===== src/rtl/fmseq_pkg.sv =====
package fmseq_pkg;

    localparam int WORD_W     = 14;
    localparam int LVL_W      = 4;
    localparam int FRAC_W     = 10;
    localparam int REF_HZ     = 32768;
    localparam int IF_KHZ     = 225;
    localparam int STEP_KHZ   = 100;
    localparam int LOCK_TICKS = 40;
    localparam int HOLD_TICKS = 15;

    localparam int EU_LO_KHZ  = 87500;
    localparam int EU_HI_KHZ  = 108000;
    localparam int JP_LO_KHZ  = 76000;
    localparam int JP_HI_KHZ  = 90000;

    // divider word per kHz, scaled by 2^FRAC_W: 4*1000*1024/32768 = 125
    localparam int SCALE   = (4 * 1000 * (1 << FRAC_W)) / REF_HZ;
    localparam int STEP_FX = STEP_KHZ * SCALE;
    localparam int ACC_W   = WORD_W + FRAC_W;

    typedef logic [WORD_W-1:0] word_t;
    typedef logic [LVL_W-1:0]  lvl_t;

    typedef enum logic [2:0] {
        SQ_IDLE,
        SQ_STEP,
        SQ_LOAD,
        SQ_WAIT,
        SQ_EVAL,
        SQ_HOLD
    } seq_state_e;

    typedef struct packed {
        logic search;
        logic up;
        logic band_jp;
        logic high_side;
        logic stop_on_if;
        lvl_t stop_lvl;
    } tune_cfg_t;

    function automatic word_t khz_to_word(input int khz, input bit high);
        int f;
        f = high ? (khz + IF_KHZ) : (khz - IF_KHZ);
        return word_t'((f * SCALE) >>> FRAC_W);
    endfunction

endpackage


===== src/rtl/fmseq_edges.sv =====
module fmseq_edges
    import fmseq_pkg::*;
(
    input  logic  band_jp,
    input  logic  high_side,
    output word_t lo_word,
    output word_t hi_word
);
    word_t lo_tab [4];
    word_t hi_tab [4];

    for (genvar g = 0; g < 4; g++) begin : g_win
        localparam int LO_KHZ = (g >= 2) ? JP_LO_KHZ : EU_LO_KHZ;
        localparam int HI_KHZ = (g >= 2) ? JP_HI_KHZ : EU_HI_KHZ;
        localparam bit HIGH   = ((g % 2) == 1);
        assign lo_tab[g] = khz_to_word(LO_KHZ, HIGH);
        assign hi_tab[g] = khz_to_word(HI_KHZ, HIGH);
    end

    logic [1:0] sel;
    assign sel     = {band_jp, high_side};
    assign lo_word = lo_tab[sel];
    assign hi_word = hi_tab[sel];
endmodule


===== src/rtl/fmseq_ticktimer.sv =====
module fmseq_ticktimer #(
    parameter int LIMIT = 40
) (
    input  logic clk,
    input  logic rst,
    input  logic clr,
    input  logic en,
    output logic expire
);
    localparam int CW = $clog2(LIMIT + 1);

    logic [CW-1:0] cnt;

    assign expire = en && (cnt == CW'(LIMIT - 1));

    always_ff @(posedge clk) begin
        if (rst || clr) begin
            cnt <= '0;
        end else if (en) begin
            cnt <= expire ? '0 : cnt + 1'b1;
        end
    end

    p_cnt_in_range_r8: assert property (@(posedge clk) disable iff (rst)
        cnt < CW'(LIMIT));
endmodule


===== src/rtl/fmseq_acc.sv =====
module fmseq_acc
    import fmseq_pkg::*;
(
    input  logic  clk,
    input  logic  rst,
    input  logic  seed,
    input  logic  keep,
    input  word_t start_word,
    input  logic  step,
    input  logic  up,
    input  logic  publish,
    input  word_t lo_word,
    input  word_t hi_word,
    output word_t word_o,
    output logic  ld_o,
    output logic  next_oob
);
    localparam int AW1 = ACC_W + 1;

    logic [ACC_W-1:0] acc_q;
    logic [AW1-1:0]   nx;
    word_t            nx_int;
    word_t            word_q;
    logic             ld_q;

    always_comb begin
        if (up) nx = {1'b0, acc_q} + AW1'(STEP_FX);
        else    nx = {1'b0, acc_q} - AW1'(STEP_FX);
        nx_int   = nx[ACC_W-1:FRAC_W];
        next_oob = nx[ACC_W] || (up ? (nx_int > hi_word) : (nx_int < lo_word));
    end

    always_ff @(posedge clk) begin
        if (rst) begin
            acc_q  <= '0;
            word_q <= '0;
            ld_q   <= 1'b0;
        end else begin
            ld_q <= publish;
            if (publish) word_q <= acc_q[ACC_W-1:FRAC_W];
            if (seed && !keep) acc_q <= {start_word, {FRAC_W{1'b0}}};
            else if (step)     acc_q <= nx[ACC_W-1:0];
        end
    end

    assign word_o = word_q;
    assign ld_o   = ld_q;

    p_word_with_pulse_r4: assert property (@(posedge clk) disable iff (rst)
        !$stable(word_q) |-> ld_q);
    p_step_in_band_r7: assert property (@(posedge clk) disable iff (rst)
        step |-> !next_oob);
endmodule


===== src/rtl/fmseq_ctrl.sv =====
module fmseq_ctrl
    import fmseq_pkg::*;
(
    input  logic      clk,
    input  logic      rst,
    input  logic      trig,
    input  tune_cfg_t cfg_in,
    input  logic      tick,
    input  logic      lock,
    input  lvl_t      level,
    input  logic      if_ok,
    input  logic      ld,
    input  logic      oob,
    input  logic      lock_exp,
    input  logic      hold_exp,
    output tune_cfg_t cfg_q,
    output logic      seed,
    output logic      step,
    output logic      publish,
    output logic      lock_clr,
    output logic      lock_en,
    output logic      hold_clr,
    output logic      hold_en,
    output logic      busy,
    output logic      ready,
    output logic      band_flag,
    output logic      if_flag,
    output logic      mute_r
);
    seq_state_e st, nxt;
    logic fin, fin_band, fin_if, fin_keep, lvl_ok;

    always_comb begin
        nxt      = st;
        fin      = 1'b0;
        fin_band = 1'b0;
        fin_if   = 1'b0;
        fin_keep = 1'b0;
        seed     = 1'b0;
        step     = 1'b0;
        publish  = 1'b0;
        lock_clr = 1'b0;
        lvl_ok   = (level >= cfg_q.stop_lvl);
        case (st)
            SQ_IDLE: begin
                seed = trig;
                if (trig) nxt = cfg_in.search ? SQ_STEP : SQ_LOAD;
            end
            SQ_STEP: begin
                if (oob) begin
                    fin      = 1'b1;
                    fin_band = 1'b1;
                end else begin
                    step = 1'b1;
                    nxt  = SQ_LOAD;
                end
            end
            SQ_LOAD: begin
                publish  = 1'b1;
                lock_clr = 1'b1;
                nxt      = SQ_WAIT;
            end
            SQ_WAIT: begin
                if (!ld && tick) begin
                    if (lock) begin
                        nxt = SQ_EVAL;
                    end else if (lock_exp) begin
                        fin      = 1'b1;
                        fin_band = 1'b1;
                    end
                end
            end
            SQ_EVAL: begin
                if (!cfg_q.search) begin
                    fin      = 1'b1;
                    fin_if   = !if_ok;
                    fin_keep = cfg_q.stop_on_if && lvl_ok && !if_ok;
                end else if (lvl_ok && if_ok) begin
                    fin = 1'b1;
                end else if (lvl_ok && cfg_q.stop_on_if) begin
                    fin      = 1'b1;
                    fin_if   = 1'b1;
                    fin_keep = 1'b1;
                end else begin
                    nxt = SQ_STEP;
                end
            end
            SQ_HOLD: begin
                if (hold_exp) nxt = SQ_IDLE;
            end
            default: nxt = SQ_IDLE;
        endcase
        if (fin) nxt = SQ_HOLD;
        hold_clr = fin;
    end

    assign lock_en = (st == SQ_WAIT) && !ld && tick && !lock;
    assign hold_en = (st == SQ_HOLD) && tick;
    assign busy    = (st != SQ_IDLE) && (st != SQ_HOLD);

    always_ff @(posedge clk) begin
        if (rst) begin
            st        <= SQ_IDLE;
            cfg_q     <= '0;
            ready     <= 1'b0;
            band_flag <= 1'b0;
            if_flag   <= 1'b0;
            mute_r    <= 1'b0;
        end else begin
            st <= nxt;
            if (st == SQ_IDLE && trig) begin
                cfg_q     <= cfg_in;
                ready     <= 1'b0;
                band_flag <= 1'b0;
                if_flag   <= 1'b0;
                mute_r    <= !cfg_in.search || cfg_in.stop_on_if;
            end
            if (fin) begin
                ready     <= 1'b1;
                band_flag <= fin_band;
                if_flag   <= fin_if;
                mute_r    <= fin_keep;
            end
        end
    end

    p_preset_muted_r3: assert property (@(posedge clk) disable iff (rst)
        (busy && !cfg_q.search) |-> mute_r);
    p_ready_not_busy_r9: assert property (@(posedge clk) disable iff (rst)
        !(ready && busy));
    p_flag_needs_ready_r7: assert property (@(posedge clk) disable iff (rst)
        (band_flag || if_flag) |-> ready);
    p_hold_blocks_start_r9: assert property (@(posedge clk) disable iff (rst)
        (st == SQ_HOLD && !hold_exp) |=> !busy);
endmodule


===== src/rtl/fm_tune_seq.sv =====
module fm_tune_seq
    import fmseq_pkg::*;
(
    input  logic        clk,
    input  logic        rst,
    input  logic        cfg_wr_i,
    input  logic        wr_full_i,
    input  logic        search_i,
    input  logic        up_i,
    input  logic        band_jp_i,
    input  logic        high_side_i,
    input  logic        from_cur_i,
    input  logic        stop_on_if_i,
    input  logic        afm_i,
    input  logic [3:0]  stop_lvl_i,
    input  logic [13:0] start_word_i,
    input  logic        tick_i,
    input  logic        lock_i,
    input  logic [3:0]  level_i,
    input  logic        if_ok_i,
    output logic [13:0] word_o,
    output logic        word_ld_o,
    output logic        busy_o,
    output logic        ready_o,
    output logic        band_flag_o,
    output logic        if_flag_o,
    output logic        mute_o
);
    tune_cfg_t cfg_in, cfg_q;
    word_t     lo_word, hi_word;
    logic      seed, step, publish, lock_clr, lock_en, hold_clr, hold_en;
    logic      lock_exp, hold_exp, oob, mute_r, trig;

    assign trig   = cfg_wr_i && wr_full_i;
    assign cfg_in = '{search: search_i, up: up_i, band_jp: band_jp_i,
                      high_side: high_side_i, stop_on_if: stop_on_if_i,
                      stop_lvl: stop_lvl_i};

    fmseq_edges u_edges (
        .band_jp   (cfg_q.band_jp),
        .high_side (cfg_q.high_side),
        .lo_word   (lo_word),
        .hi_word   (hi_word)
    );

    fmseq_acc u_acc (
        .clk        (clk),
        .rst        (rst),
        .seed       (seed),
        .keep       (search_i && from_cur_i),
        .start_word (start_word_i),
        .step       (step),
        .up         (cfg_q.up),
        .publish    (publish),
        .lo_word    (lo_word),
        .hi_word    (hi_word),
        .word_o     (word_o),
        .ld_o       (word_ld_o),
        .next_oob   (oob)
    );

    fmseq_ticktimer #(.LIMIT(LOCK_TICKS)) u_lock_tmr (
        .clk    (clk),
        .rst    (rst),
        .clr    (lock_clr),
        .en     (lock_en),
        .expire (lock_exp)
    );

    fmseq_ticktimer #(.LIMIT(HOLD_TICKS)) u_hold_tmr (
        .clk    (clk),
        .rst    (rst),
        .clr    (hold_clr),
        .en     (hold_en),
        .expire (hold_exp)
    );

    fmseq_ctrl u_ctrl (
        .clk       (clk),
        .rst       (rst),
        .trig      (trig),
        .cfg_in    (cfg_in),
        .tick      (tick_i),
        .lock      (lock_i),
        .level     (level_i),
        .if_ok     (if_ok_i),
        .ld        (word_ld_o),
        .oob       (oob),
        .lock_exp  (lock_exp),
        .hold_exp  (hold_exp),
        .cfg_q     (cfg_q),
        .seed      (seed),
        .step      (step),
        .publish   (publish),
        .lock_clr  (lock_clr),
        .lock_en   (lock_en),
        .hold_clr  (hold_clr),
        .hold_en   (hold_en),
        .busy      (busy_o),
        .ready     (ready_o),
        .band_flag (band_flag_o),
        .if_flag   (if_flag_o),
        .mute_r    (mute_r)
    );

    assign mute_o = afm_i || mute_r;

    p_afm_forces_mute_r10: assert property (@(posedge clk) disable iff (rst)
        afm_i |-> mute_o);
endmodule


===== config.mk =====
export PLATFORM = sky130hd
export DESIGN_NAME = fm_tune_seq
export DESIGN_NICKNAME = d
export VERILOG_FILES = /design/src/rtl/fmseq_pkg.sv /design/src/rtl/fmseq_edges.sv /design/src/rtl/fmseq_ticktimer.sv /design/src/rtl/fmseq_acc.sv /design/src/rtl/fmseq_ctrl.sv /design/src/rtl/fm_tune_seq.sv
export SDC_FILE = /design/constraint.sdc
export NUM_CORES = 1
export LEC_CHECK = 0
export BUFFER_PORTS_ARGS = -buffer_cell sky130_fd_sc_hd__buf_2
export CAP_MARGIN = 20
export CORE_AREA = 2 2 105 107
export DETAILED_ROUTE_END_ITERATION = 8
export DIE_AREA = 0 0 107 109
export PLACE_DENSITY = 0.66
export SLEW_MARGIN = 20
export SYNTH_ARGS = -nofsm -noshare
export SYNTH_HDL_FRONTEND = slang
export SYNTH_SLANG_ARGS = --single-unit

===== constraint.sdc =====
create_clock -name clk -period 4.5 [get_ports clk]
set_input_delay 0.9 -clock clk [delete_from_list [all_inputs] [get_ports clk]]
set_output_delay 0.9 -clock clk [all_outputs]
set_load 0.02 [all_outputs]

==> flow_metrics.env <==
export IMPL_viasPerCell=5.749
export IMPL_clk_pin_slew_worst_paths_ns=0.07
export IMPL_post_synth_and_or_nand_nor_area_fraction_pct=20.58
export IMPL_timing_critical_path_to_type="flip-flop"
export IMPL_cpPeakStageDelay_ns=0.37
export IMPL_synth_net_count=647
export IMPL_worst_r2r_startpoint="u_ctrl.cfg_q[7]"
export IMPL_irDropWorstVdd_v=0.0003597
export IMPL_tritoncts="yes"
export IMPL_synthToLayoutAreaGrowth_pct=27.57
export IMPL_worst_clock_skew_ns=0.007725
export IMPL_clock_latency_on_the_worst_skew_pair_ns=0.35
export IMPL_hold_path_startpoint="u_ctrl.cfg_q[3]"
export IMPL_wl_um=13390
export IMPL_critPathLaunchType="flip-flop"
export IMPL_coreArea_mm2=0.01060
export IMPL_report_final_slew_viol_count=0
export IMPL_cts_path_max_buffers=2
export IMPL_number_of_antenna_violations_at_the_first_check_in_global_routing=0
export IMPL_die_width_um=107
export IMPL_io_pins=56
export IMPL_placement_io_buffers=55
export IMPL_worst_slew_pin_slew_ns=1.042
export IMPL_synth_edff_count=0
export IMPL_critPathRequiredTime_ns=4.74
export IMPL_cts_root_buf="sky130_fd_sc_hd__clkbuf_8"
export IMPL_dp_worst_setup_slack_ns=-0.1688
export IMPL_design_die_area_mm2=0.01166
export IMPL_globalRouteOverflowTotal=0
export IMPL_routabilityCongestion=0.9756
export IMPL_wl_per_cell_um=16.50
export IMPL_critical_path_max_fanout=5
export IMPL_finalNetCount=755
export IMPL_peak_clock_frequency_supported_by_timing_mhz=217.3
export IMPL_grt_pass1_vias=4402
export IMPL_run_status="finished with violations"
export IMPL_vias=4668
export IMPL_finalCritPeriodShare_pct=102.3
export IMPL_timing_final_ws_setup_ns=-0.1027
export IMPL_leakagePower_nw=2.517
export IMPL_number_of_instances_in_the_synthesized_netlist=559
export IMPL_cts_sink_count=63
export IMPL_critPathSlowestCell="sky130_fd_sc_hd__dfxtp_4"
export IMPL_grt_max_degree=36
export IMPL_synth_top_family_by_area="compound AO/OA/AOI/OAI gates"
export IMPL_total_power_mw=4.409
export IMPL_muxShareOfSynthArea_pct=1.954
export IMPL_antenna_diode_count=0
export IMPL_critical_path_startpoint="u_ctrl.cfg_q[7]"
export IMPL_criticalPathCategory="flip-flop to flip-flop"
export IMPL_synth_avg_cell_area_um2=8.362
export IMPL_setup_repair_after_global_routing_missed_its_margin="yes"
export IMPL_failed_checks="negative setup slack"
export IMPL_groute_usage_overall_pct=22.80
export IMPL_total_number_of_h_tree_levels=3
export IMPL_initial_core_util_pct=44.09
export IMPL_worstPathArrival_ns=4.84
export IMPL_synth_warn=0
export IMPL_fp_row_count=38
export IMPL_cts_hold_fix_buffers=0
export IMPL_hpwlAfterDp_um=10080
export IMPL_setup_viol=23
export IMPL_synth_ff_latch_count=63
export IMPL_yosys_most_used_dff="sky130_fd_sc_hd__dfxtp_1"
export IMPL_antenna_left=0
export IMPL_synthDistinctLibCells=80
export IMPL_powerDensity_mw_per_mm2=739.4
export IMPL_numCtsBuffers=9
export IMPL_drive_gt1_share_pct=30.21
export IMPL_die_h_um=109
export IMPL_hp_class="flip-flop to flip-flop"
export IMPL_design_area_mm2=0.005963
export IMPL_synth_sequential_area_ratio_pct=26.98
export IMPL_post_synth_instance_area_mm2=0.004674
export IMPL_synth_adder_area_share_pct=14.08
export IMPL_placement_cell_area_mm2=0.005413
export IMPL_first_pass_grt_wire_length_um=21250
export IMPL_dr_first_iter_drc_count=294
export IMPL_layout_filler_cells=954
export IMPL_synth_compound_area_share_pct=28.02
export IMPL_timing_slew_headroom_pct=30.52
export IMPL_route_detailed_drc=0
export IMPL_postSynth_asyncResetShare_pct=0
export IMPL_detail_route_first_pass_iterations=5
export IMPL_timing_critical_path_mode_cell="sky130_fd_sc_hd__a21oi_1"
export IMPL_post_synth_xor_area_fraction_pct=3.721
export IMPL_critical_path_cell_chain="clkinvlp_4 > buf_12 > ha_4 > o21a_1 > o31a_1 > o31ai_2 > a21oi_1 > o211ai_1 > a21oi_1 > o21ai_1 > a21oi_1 > a31oi_1 > ha_1 > a21oi_2 > o2111ai_1 > and2_1 > a211o_1 > o21ai_2 > a21oi_4 > a21oi_4 > buf_2 > mux2i_1 > nor2_1"
export IMPL_finalHoldViolCount=0
export IMPL_finalCriticalPeriod_ns=4.603
export IMPL_final_core_util_pct=56.24
export IMPL_max_cap_violations=0
flip-flops by register name, summed over array words and instances (netlist names):
signal	cells
u_acc.acc_q	22
u_acc.ld_o	1
u_acc.word_o	14
u_ctrl.band_flag	1
u_ctrl.cfg_q	9
u_ctrl.if_flag	1
u_ctrl.mute_r	1
u_ctrl.ready	1
u_ctrl.st	3
u_hold_tmr.cnt	4
u_lock_tmr.cnt	6
critical path, delay by kind of cell, from the launching register on:
kind,cells,cell delay (ns)
mux,1,0.19
simple gates,2,0.24
flops,1,0.37
fa+ha+maj,2,0.50
compound gates,15,2.62
buf+inv,3,0.55
final cells by class:
class,count,area [µm²],area share [%]
repair buffers,119,793.3,13.30
multi-input cells,451,3442,57.72
well taps,140,175.2,2.937
flip-flops and latches,63,1265,21.21
clock buffers,10,137.6,2.308
clock inverters,6,60.06,1.007
inverters,23,90.09,1.511
layout by cell type, fill, tap and decap left out, types with 6 or more instances in the layout:
cell type	count
sky130_fd_sc_hd__a21o_1	8
sky130_fd_sc_hd__a21oi_1	54
sky130_fd_sc_hd__a21oi_2	13
sky130_fd_sc_hd__a22o_1	16
sky130_fd_sc_hd__a22oi_1	10
sky130_fd_sc_hd__a31oi_1	7
sky130_fd_sc_hd__buf_2	56
sky130_fd_sc_hd__buf_4	58
sky130_fd_sc_hd__clkbuf_8	10
sky130_fd_sc_hd__dfxtp_1	62
sky130_fd_sc_hd__ha_1	45
sky130_fd_sc_hd__inv_1	22
sky130_fd_sc_hd__mux2i_1	8
sky130_fd_sc_hd__nand2_1	45
sky130_fd_sc_hd__nand2b_1	8
sky130_fd_sc_hd__nand3_1	19
sky130_fd_sc_hd__nand3b_1	16
sky130_fd_sc_hd__nand4_1	6
sky130_fd_sc_hd__nor2_1	39
sky130_fd_sc_hd__nor3_1	10
sky130_fd_sc_hd__o21a_1	7
sky130_fd_sc_hd__o21ai_0	16
sky130_fd_sc_hd__o21ai_1	6
sky130_fd_sc_hd__xnor2_1	9
sky130_fd_sc_hd__xor2_1	6
Yosys cell counts (4+ instances only):
cell | count | area [µm²]
sky130_fd_sc_hd__and3_1 | 4 | 25.02
sky130_fd_sc_hd__o21ai_0 | 21 | 105.1
sky130_fd_sc_hd__inv_1 | 23 | 86.33
sky130_fd_sc_hd__a21oi_2 | 4 | 35.03
sky130_fd_sc_hd__nor2b_1 | 4 | 25.02
sky130_fd_sc_hd__o21bai_1 | 4 | 30.03
sky130_fd_sc_hd__a31oi_1 | 7 | 43.79
sky130_fd_sc_hd__nor3b_1 | 5 | 37.54
sky130_fd_sc_hd__o21a_1 | 7 | 52.55
sky130_fd_sc_hd__buf_6 | 5 | 56.30
sky130_fd_sc_hd__a21oi_1 | 65 | 325.3
sky130_fd_sc_hd__clkbuf_1 | 13 | 48.80
sky130_fd_sc_hd__a21o_1 | 8 | 60.06
sky130_fd_sc_hd__nand3_1 | 19 | 95.09
sky130_fd_sc_hd__nand3b_1 | 16 | 120.1
sky130_fd_sc_hd__nor3_1 | 11 | 55.05
sky130_fd_sc_hd__xor2_1 | 6 | 52.55
sky130_fd_sc_hd__nor2_1 | 42 | 157.7
sky130_fd_sc_hd__nand4_1 | 6 | 37.54
sky130_fd_sc_hd__dfxtp_1 | 63 | 1261
sky130_fd_sc_hd__nand2b_1 | 9 | 56.30
sky130_fd_sc_hd__nand2_1 | 46 | 172.7
sky130_fd_sc_hd__a22oi_1 | 10 | 75.07
sky130_fd_sc_hd__a22o_1 | 16 | 140.1
sky130_fd_sc_hd__ha_1 | 51 | 638.1
sky130_fd_sc_hd__mux2i_1 | 8 | 80.08
sky130_fd_sc_hd__xnor2_1 | 12 | 105.1
repair_timing:
| item | in CTS | in global routing |
|---|---|---|
| gates resized for setup | 15 | 35 |
| setup endpoints to repair | 28 | 33 |
| pin swaps | 4 | 13 |
| cloned | 2 | 0 |
| setup buffers | 4 | 6 |
cell families after synthesis:
kind of cell / count (synthesis)
flip-flops: 63
adder cells (fa/ha/maj): 52
buffers and inverters: 46
AO/OA/AOI/OAI: 186
AND/OR/NAND/NOR: 184
XOR/XNOR: 19
multiplexers: 9
power by group:
part	switching, mW	internal, mW
clock network	0.234	0.268
logic	1.71	1.43
registers	0.119	0.652
path summary, 6_finish.rpt:
kind / to / slack (ns) / depth (start not counted)
worst min register to register: u_ctrl.cfg_q[3] / 0.46 / 2
worst max register to register: u_acc.acc_q[8] / -0.10 / 23
worst max-delay path: u_acc.acc_q[8] / -0.10 / 23
worst min-delay path: u_ctrl.cfg_q[3] / 0.46 / 2
routing by layer:
| layer | part of all wire (%) | track usage (%) |
|---|---|---|
| met1 | 44 | 28.08 |
| met2 | 49 | 38.35 |
| met3 | 3.7 | 4.603 |
| met4 | 3.4 | 10.67 |
| met5 | 0 | 0 |
metrics by stage:
step / setup TNS, ns / hold slack, ns / std cells
2_1_floorplan: 0 / 0.4363 / 559
3_3_place_gp: -0.02128 / 0.4418 / 784
3_5_place_dp: -1.896 / 0.4458 / 784
4_1_cts: -0.04038 / 0.4562 / 806
5_1_grt: -7.642 / 0.4907 / 812
6_report: -1.414 / 0.4633 / 812
No activity file was read; power rests on OpenSTA's default activity.
